File: config.mk
export PLATFORM = sky130hd
export DESIGN_NAME = tbtap_timer_unit
export DESIGN_NICKNAME = d
export VERILOG_FILES = /design/src/rtl/tbtap_pkg.sv /design/src/rtl/tbtap_timebase.sv /design/src/rtl/tbtap_tap.sv /design/src/rtl/tbtap_regs.sv /design/src/rtl/tbtap_timer_unit.sv
export SDC_FILE = /design/constraint.sdc
export NUM_CORES = 1
export LEC_CHECK = 0
export ABC_AREA = 0
export BUFFER_PORTS_ARGS = -buffer_cell sky130_fd_sc_hd__clkbuf_2
export CAP_MARGIN = 20
export CORE_MARGIN = 2
export CORE_UTILIZATION = 54
export DETAILED_ROUTE_END_ITERATION = 12
export PLACE_DENSITY = 0.86
export SLEW_MARGIN = 10
export SYNTH_ARGS = -nofsm -noshare
export SYNTH_HDL_FRONTEND = slang
export SYNTH_HIERARCHICAL = 1
export SYNTH_SLANG_ARGS = --single-unit
File: constraint.sdc
create_clock -name clk -period 5.85 [get_ports clk]
set_clock_uncertainty 0.15 [all_clocks]
set_input_delay 0.2925 -clock clk [delete_from_list [all_inputs] [get_ports clk]]
set_output_delay 0.2925 -clock clk [all_outputs]
set_load 0.05 [all_outputs]
File: src/rtl/tbtap_pkg.sv
package tbtap_pkg;
   typedef logic [31:0] word_t;

   // control word field positions
   localparam int unsigned CB_WD_PER_LSB = 30;
   localparam int unsigned CB_WD_RST_LSB = 28;
   localparam int unsigned CB_WD_IE      = 27;
   localparam int unsigned CB_DEC_IE     = 26;
   localparam int unsigned CB_FI_PER_LSB = 24;
   localparam int unsigned CB_FI_IE      = 23;
   localparam int unsigned CB_AUTO_RLD   = 22;
   localparam int unsigned CB_WD_EXT_LSB = 17;
   localparam int unsigned CB_FI_EXT_LSB = 13;

   // status word field positions
   localparam int unsigned SB_WD_ARM     = 31;
   localparam int unsigned SB_WD_ST      = 30;
   localparam int unsigned SB_WD_RST_LSB = 28;
   localparam int unsigned SB_DEC_ST     = 27;
   localparam int unsigned SB_FI_ST      = 26;

   localparam word_t RESUME_MASK = (word_t'(1) << SB_WD_ARM)
                                 | (word_t'(1) << SB_WD_ST)
                                 | (word_t'(3) << SB_WD_RST_LSB);
endpackage

File: src/rtl/tbtap_timebase.sv
module tbtap_timebase #(
   parameter int unsigned TB_W = 64
) (
   input  logic            clk,
   input  logic            rst_n,
   output logic [TB_W-1:0] tb_q,
   output logic [TB_W-1:0] tb_nxt
);
   if (TB_W < 8) begin : g_bad_width
      $error("tbtap_timebase: TB_W must be at least 8");
   end

   assign tb_nxt = tb_q + TB_W'(1);

   always_ff @(posedge clk or negedge rst_n) begin
      if (!rst_n) tb_q <= '0;
      else        tb_q <= tb_nxt;
   end
endmodule

File: src/rtl/tbtap_tap.sv
module tbtap_tap #(
   parameter int unsigned         TB_W     = 64,
   parameter int unsigned         TAP_W    = 6,
   parameter bit                  EXT_MODE = 1'b0,
   parameter logic [4*TAP_W-1:0]  TAPS     = '0
) (
   input  logic [1:0]      per_fld,
   input  logic [3:0]      ext_fld,
   input  logic [TB_W-1:0] tb_q,
   input  logic [TB_W-1:0] tb_nxt,
   output logic            evt
);
   logic [TAP_W-1:0] sel;

   if (TAP_W != $clog2(TB_W)) begin : g_bad_tap_w
      $error("tbtap_tap: TAP_W must equal clog2(TB_W)");
   end

   if (EXT_MODE) begin : g_ext
      if (TB_W != 64) begin : g_bad_ext
         $error("tbtap_tap: extended selection needs a 64-bit timebase");
      end
      // {ext,per} equals per | (ext << 2): the fields do not overlap
      assign sel = TAP_W'(TB_W - 1) - TAP_W'({ext_fld, per_fld});
   end else begin : g_std
      for (genvar gi = 0; gi < 4; gi++) begin : g_chk
         if (TAPS[gi*TAP_W +: TAP_W] >= TB_W) begin : g_bad_tap
            $error("tbtap_tap: tap table entry outside the timebase");
         end
      end
      logic unused_ext;
      assign unused_ext = ^ext_fld;
      assign sel = TAPS[32'(per_fld)*TAP_W +: TAP_W];
   end

   // rising transition of the tapped bit on the coming edge
   assign evt = ~tb_q[sel] & tb_nxt[sel];
endmodule

File: src/rtl/tbtap_regs.sv
module tbtap_regs
   import tbtap_pkg::*;
(
   input  logic  clk,
   input  logic  rst_n,
   input  logic  ctl_wr_en,
   input  word_t ctl_wr_data,
   input  logic  sts_wr_en,
   input  word_t sts_wr_data,
   input  logic  dbg_resume,
   input  logic  fit_evt,
   input  logic  wdt_evt,
   output word_t ctl_q,
   output word_t sts_q
);
   word_t sts_clr, sts_set, sts_d;

   always_comb begin
      sts_clr = sts_wr_en ? sts_wr_data : '0;
      if (dbg_resume) sts_clr = sts_clr | RESUME_MASK;
      sts_set = (word_t'(fit_evt) << SB_FI_ST) | (word_t'(wdt_evt) << SB_WD_ST);
      // set wins over clear
      sts_d   = (sts_q & ~sts_clr) | sts_set;
   end

   always_ff @(posedge clk or negedge rst_n) begin
      if (!rst_n) begin
         ctl_q <= '0;
         sts_q <= '0;
      end else begin
         if (ctl_wr_en) ctl_q <= ctl_wr_data;
         sts_q <= sts_d;
      end
   end
endmodule

File: src/rtl/tbtap_timer_unit.sv
module tbtap_timer_unit
   import tbtap_pkg::*;
#(
   parameter int unsigned        TB_W     = 64,
   parameter int unsigned        TAP_W    = 6,
   parameter bit                 EXT_MODE = 1'b0,
   parameter logic [4*TAP_W-1:0] FIT_TAPS = {6'd10, 6'd8, 6'd6, 6'd4},
   parameter logic [4*TAP_W-1:0] WDT_TAPS = {6'd13, 6'd11, 6'd9, 6'd7}
) (
   input  logic            clk,
   input  logic            rst_n,
   input  logic            ctl_wr_en,
   input  logic [31:0]     ctl_wr_data,
   input  logic            sts_wr_en,
   input  logic [31:0]     sts_wr_data,
   input  logic            dbg_resume,
   output logic [31:0]     ctl_q,
   output logic [31:0]     sts_q,
   output logic [TB_W-1:0] tb_q,
   output logic            fit_irq,
   output logic            wdt_irq
);
   logic [TB_W-1:0] tb_nxt;
   logic            fit_evt, wdt_evt;

   tbtap_timebase #(.TB_W(TB_W)) u_tb (
      .clk    (clk),
      .rst_n  (rst_n),
      .tb_q   (tb_q),
      .tb_nxt (tb_nxt)
   );

   tbtap_tap #(.TB_W(TB_W), .TAP_W(TAP_W), .EXT_MODE(EXT_MODE), .TAPS(FIT_TAPS)) u_fit_tap (
      .per_fld (ctl_q[CB_FI_PER_LSB +: 2]),
      .ext_fld (ctl_q[CB_FI_EXT_LSB +: 4]),
      .tb_q    (tb_q),
      .tb_nxt  (tb_nxt),
      .evt     (fit_evt)
   );

   tbtap_tap #(.TB_W(TB_W), .TAP_W(TAP_W), .EXT_MODE(EXT_MODE), .TAPS(WDT_TAPS)) u_wdt_tap (
      .per_fld (ctl_q[CB_WD_PER_LSB +: 2]),
      .ext_fld (ctl_q[CB_WD_EXT_LSB +: 4]),
      .tb_q    (tb_q),
      .tb_nxt  (tb_nxt),
      .evt     (wdt_evt)
   );

   tbtap_regs u_regs (
      .clk         (clk),
      .rst_n       (rst_n),
      .ctl_wr_en   (ctl_wr_en),
      .ctl_wr_data (ctl_wr_data),
      .sts_wr_en   (sts_wr_en),
      .sts_wr_data (sts_wr_data),
      .dbg_resume  (dbg_resume),
      .fit_evt     (fit_evt),
      .wdt_evt     (wdt_evt),
      .ctl_q       (ctl_q),
      .sts_q       (sts_q)
   );

   assign fit_irq = sts_q[SB_FI_ST] & ctl_q[CB_FI_IE];
   assign wdt_irq = sts_q[SB_WD_ST] & ctl_q[CB_WD_IE];
endmodule

* Word level (Yosys, flattened, before mapping)
Cells that the tools add are included.
Word-level totals: output and inout port bits 130, register bits after elaboration 128, word-level logic and storage cells 30, input bits 69
Cells by class: shift operators 2, multipliers 2, add/sub/neg operators 1, order comparisons 2, bitwise operators 10, mux-type cells 10
Operator list (number):
- 64-bit by 1-bit adder with 64-bit output (second input constant) | 1
- 32-bit two-way mux | 2
- 24-bit by 6-bit indexed part select with 6-bit output (first input constant) | 2
- 32-bit AND | 1
- 32-bit NOT | 1
- 32-bit bitwise OR | 1
- 27-bit by 31-bit bitwise OR with 31-bit output | 1
- 1-bit binary-select mux with 6-bit select | 4
- 6-bit by 7-bit less-than comparator with 1-bit output (second input constant) | 2
- 2-bit by 2-bit multiplier with 4-bit output (second input constant) | 2
- 1-bit AND | 4
- 1-bit two-way mux | 4
- 1-bit NOT | 2

* Longest topological paths before layout
word-level depth 8, gate-level depth with buffers 9, mapped depth without buffers 8

* Hierarchy
Netlist, hierarchy kept.
Modules (own cells, without submodules):
- tbtap_timebase | times used 1, cells each 273, area each 2995.4 um^2
- tbtap_regs | times used 1, cells each 141, area each 2418.6 um^2
- tbtap_tap at u_wdt_tap | times used 1, cells each 21, area each 178.9 um^2
- tbtap_tap at u_fit_tap | times used 1, cells each 5, area each 47.5 um^2
- tbtap_timer_unit | times used 1, cells each 2, area each 12.5 um^2

* Least setup slack after synthesis
No wires, ideal clock.
path type flip-flop to flip-flop, start point reg u_tb.tb_q[2], end point reg u_regs.sts_q[30], library setup time 120 ps, data arrival time 2603 ps, clock period less this slack 2873 ps, path slack 2977 ps, cell stages (with the launch flop) 10, path buffers 1, data required time 5580 ps, cell sequence dfrtp_1 > and4_1 > and4_1 > clkbuf_1 > nand3_1 > xnor2_1 > mux2_4 > and3_1 > o31a_1 > a31o_2
On the way: cells in the longest elaborated chain, start to end 6, elaborated cells on any way between the ends 9, classes of those cells add/sub (1); mux (4); bitwise (4)
Ends and longest elaborated chain:
- from (decl) | line tbtap_timebase.sv:6 | output logic [TB_W-1:0] tb_q,
- from (signal assigned) | line tbtap_timebase.sv:17 | else tb_q <= tb_nxt;
- 64-bit by 1-bit adder with 64-bit output | line tbtap_timebase.sv:13 | assign tb_nxt = tb_q + TB_W'(1);
- via tb_nxt[11] | line tbtap_timer_unit.sv:23 | logic [TB_W-1:0] tb_nxt;
- 1-bit binary-select mux with 6-bit select | line tbtap_tap.sv:37 | assign evt = ~tb_q[sel] & tb_nxt[sel];
- 1-bit two-way mux (not written as such) | line tbtap_tap.sv:37
- 1-bit AND | line tbtap_tap.sv:37
- via wdt_evt | line tbtap_timer_unit.sv:24 | logic fit_evt, wdt_evt;
- 27-bit by 31-bit bitwise OR with 31-bit output | line tbtap_regs.sv:21 | sts_set = (word_t'(fit_evt) << SB_FI_ST) | (word_t'(wdt_evt) << SB_WD_ST);
- 32-bit bitwise OR | line tbtap_regs.sv:23 | sts_d = (sts_q & ~sts_clr) | sts_set;
- via u_regs.sts_d[30] | line tbtap_regs.sv:16 | word_t sts_clr, sts_set, sts_d;
- to (signal assigned) | line tbtap_regs.sv:32 | sts_q <= sts_d;
- to (decl) | line tbtap_regs.sv:14 | output word_t sts_q
The timed path passes the listed nets, and every way through them passes these cells. The select of a mux whose other input is x is not followed. A chain may end at the register's enable or synchronous reset.

* Final worst setup path
start point reg u_tb.tb_q[0], end point reg u_regs.sts_q[30]
The elaborated chain is that of the path after synthesis.

==> metrics.cfg <==
[run_status]
status = finished, final reports clean

[synthesis]
yosysTopAreaCell = dfrtp_1
ys_seq_elements = 128
synth_edf_count = 0
yosys_warnings = 6
async_flop_share_pct = 100
syn_nets = 515
synth.distinct_cells = 43
yosysTopAreaCellShare_pct = 56.7
synth_area_leaders = dfrtp_1 57%, mux2_4 8.2%, xor2_1 5.3%
netlist_area_sq_um = 5650
synth_cells = 442
yosysSeqAreaShare_pct = 56.7
synthFlopType = dfrtp_1
avgSynthCellArea_sq_um = 12.8

[route]
post-route-drc-count = 0
ant_nets = 0
wl_per_cell_um = 19.2
drtIter0Drc = 258
drt_pass1_iterations = 5
wl_mm = 16.6
vias = 4660
viasPerCell = 5.36

[pwr]
power_leakage_uw = 0.00416
fin_total_pwr_uw = 2330
powerDensity_nw_per_um2 = 290
ir_drop_mv = 0.197

[worst_hold_path]
holdPathEnd = u_regs/ctl_q[30]
hp-class = input port to flop
hold_start = ctl_wr_en
whs_path_depth = 2

[worst_setup_path]
rr_startpoint = u_tb/tb_q[0]
critical_path_arrival_ps = 3430
worstPathRequired_ps = 6100
slowest_stage = dlygate4sd3_1
worstPathCellList = and4_1 > and4_1 > nand3_1 > xnor2_1 > mux2_4 > and3_1 > o31a_1 > a31o_2 > dlygate4sd3_1
max_stage_delay_ps = 550
rrSetupSlack_ps = 2670
cp_max_fo = 7
reg2reg_to = u_regs/sts_q[30]
startpoint_type = flop
r2r_cells = 9
crit_type = flop to flop
cp_common_cell = and4_1
crit_path_end_kind = flop

[layout]
area_growth_pct = 42.5
layout.area.seq_sq_um = 3200
final_cell_mix = 197 x clkbuf_2, 128 x dfrtp_1, 69 x dlygate4sd3_1
num-fill-cells = 588
multiInputGateArea_sq_um = 2280
final_nets = 791
drive_above_1_share_pct = 38.7
final_common_cell = clkbuf_2

[timing]
maxSlewViolCount = 0
period_share_pct = 54.4
max_freq_mhz = 314
fin_crit_ps = 3180
fin_setup_tns_ps = 0
hold_viol_final = 0
worst_pin_slew_ps = 790
maxSlewHeadroom_pct = 47.4
setup_violations = 0
rsz0062_at_grt = false

[grt]
grt_pass1_vias = 5070
grt-busiest-layer = met2
grt_max_degree = 67
use_met3_pct = 8.46
grt-ovfl-total = 0
grt_first_pass_wirelength_mm = 25.8
antenna_found_initial = 2
met2_usage_pct = 50.2
met1_usage_pct = 35.4
track_usage_pct = 30.2

[placement]
gp_congestion = 0.838
port_buffers = 198
hpwl_mm = 9.82

[cts]
clkSlewWorstSetupHoldPaths_ps = 60
cts_tree = built
cts_sinks = 128
numCtsBuffers = 17
clock_latency_ps = 520
clockBufferDepth = 2
cts_root_buf = clkbuf_8
cts_max_level = 4

[die]
die_width_um = 106
row_count = 37
dieArea_sq_um = 11300
ios = 199
design.core.area_sq_um = 10200
fp.dieH_um = 106
start_util_pct = 55.3

[run]
maxCapViolCount = 0

-- sequential cells by signal, indices dropped and copies added, names as in the netlist --
name          count
u_tb/tb_q        64
u_regs/ctl_q     32
u_regs/sts_q     32
-- layout make-up --
type / instances / share of cell area (%)
Multi-Input combinational cell: 290 / 28.3
Inverter: 12 / 0.559
Timing Repair Buffer: 269 / 21.3
Antenna cell: 2 / 0.0622
Clock inverter: 10 / 2.27
Tap cell: 136 / 2.11
Clock buffer: 22 / 5.62
Sequential cell: 128 / 39.8
-- worst max-delay path by stage --
| stage | start | end | slack (ps) | cells after the start |
|---|---|---|---|---|
| 4_1_cts | u_tb/tb_q[0] | u_regs/sts_q[30] | 2700 | 9 |
| 3_5_place_dp | u_tb/tb_q[0] | u_regs/sts_q[30] | 3280 | 8 |
| 5_1_grt | u_tb/tb_q[0] | u_regs/sts_q[30] | 2520 | 9 |
| 3_3_place_gp | u_tb/tb_q[2] | u_regs/sts_q[30] | 3380 | 8 |
| 2_1_floorplan | u_tb/tb_q[2] | u_regs/sts_q[30] | 2980 | 9 |
| 6_report | u_tb/tb_q[0] | u_regs/sts_q[30] | 2670 | 9 |
-- stage by stage --
stage	setup WS (ps)	cells	cell area, sq um	hold slack (ps)	util [%]
floorplan	2980	442	5650	-153	-
global placement	3380	765	6700	262	65.5
detailed placement	3280	765	6700	273	65.5
CTS	2700	866	8030	223	78.5
global route	2520	869	8050	183	78.7
finish	2670	869	8050	201	78.7
-- power breakdown --
group | switching [uW] | leakage [uW] | internal, uW
combinational | 163 | 0.00216 | 103
clock | 381 | 0.000301 | 756
sequential | 21.8 | 0.00170 | 910
total | 565 | 0.00416 | 1770
-- critical path, delay by kind of cell, from the launching register on --
| family | cells | cell delay [ps] |
|---|---|---|
| compound gates | 2 | 480 |
| xor+xnor | 1 | 180 |
| buf+inv | 1 | 550 |
| flops | 1 | 450 |
| mux | 1 | 280 |
| simple gates | 4 | 990 |
-- Yosys cell counts (7+ instances only) --
master and n:
dfrtp_1 128, nand2_1 38, xor2_1 34, mux2_4 31
xnor2_1 28, a21boi_0 27, nor2_1 23, nand3_1 21
nand4_1 18, inv_1 12, nor3_1 12, nor3_2 9
and3_1 7
-- per-layer routing --
metal	up-vias	wire (um)	share of wire, %
li1	2079	-	-
met3	48	1230	7.4
met1	2279	6380	38
met4	0	588	3.5
met5	-	0	0
met2	254	8440	51
-- cells by family (layout without fill, tap and decap cells) --
group / count (synthesis) / in the layout / synth area share [%]
buffers and inverters: 24 / 313 / 2.97
flip-flops: 128 / 128 / 56.7
AND/OR/NAND/NOR: 153 / 153 / 15.6
adder cells (fa/ha/maj): 4 / 4 / 0.885
other: 0 / 2 / 0
multiplexers: 38 / 38 / 9.78
AO/OA/AOI/OAI: 33 / 33 / 4.49
XOR/XNOR: 62 / 62 / 9.61
-- what timing repair did --
item / CTS / global route
hold buffers: 69 / 0
setup buffers: 0 / 0
gates resized for setup: 0 / 0
endpoints found under the hold margin: 126 / 0
setup endpoints to repair: 0 / 0
Power figures use the tool's default switching activity.
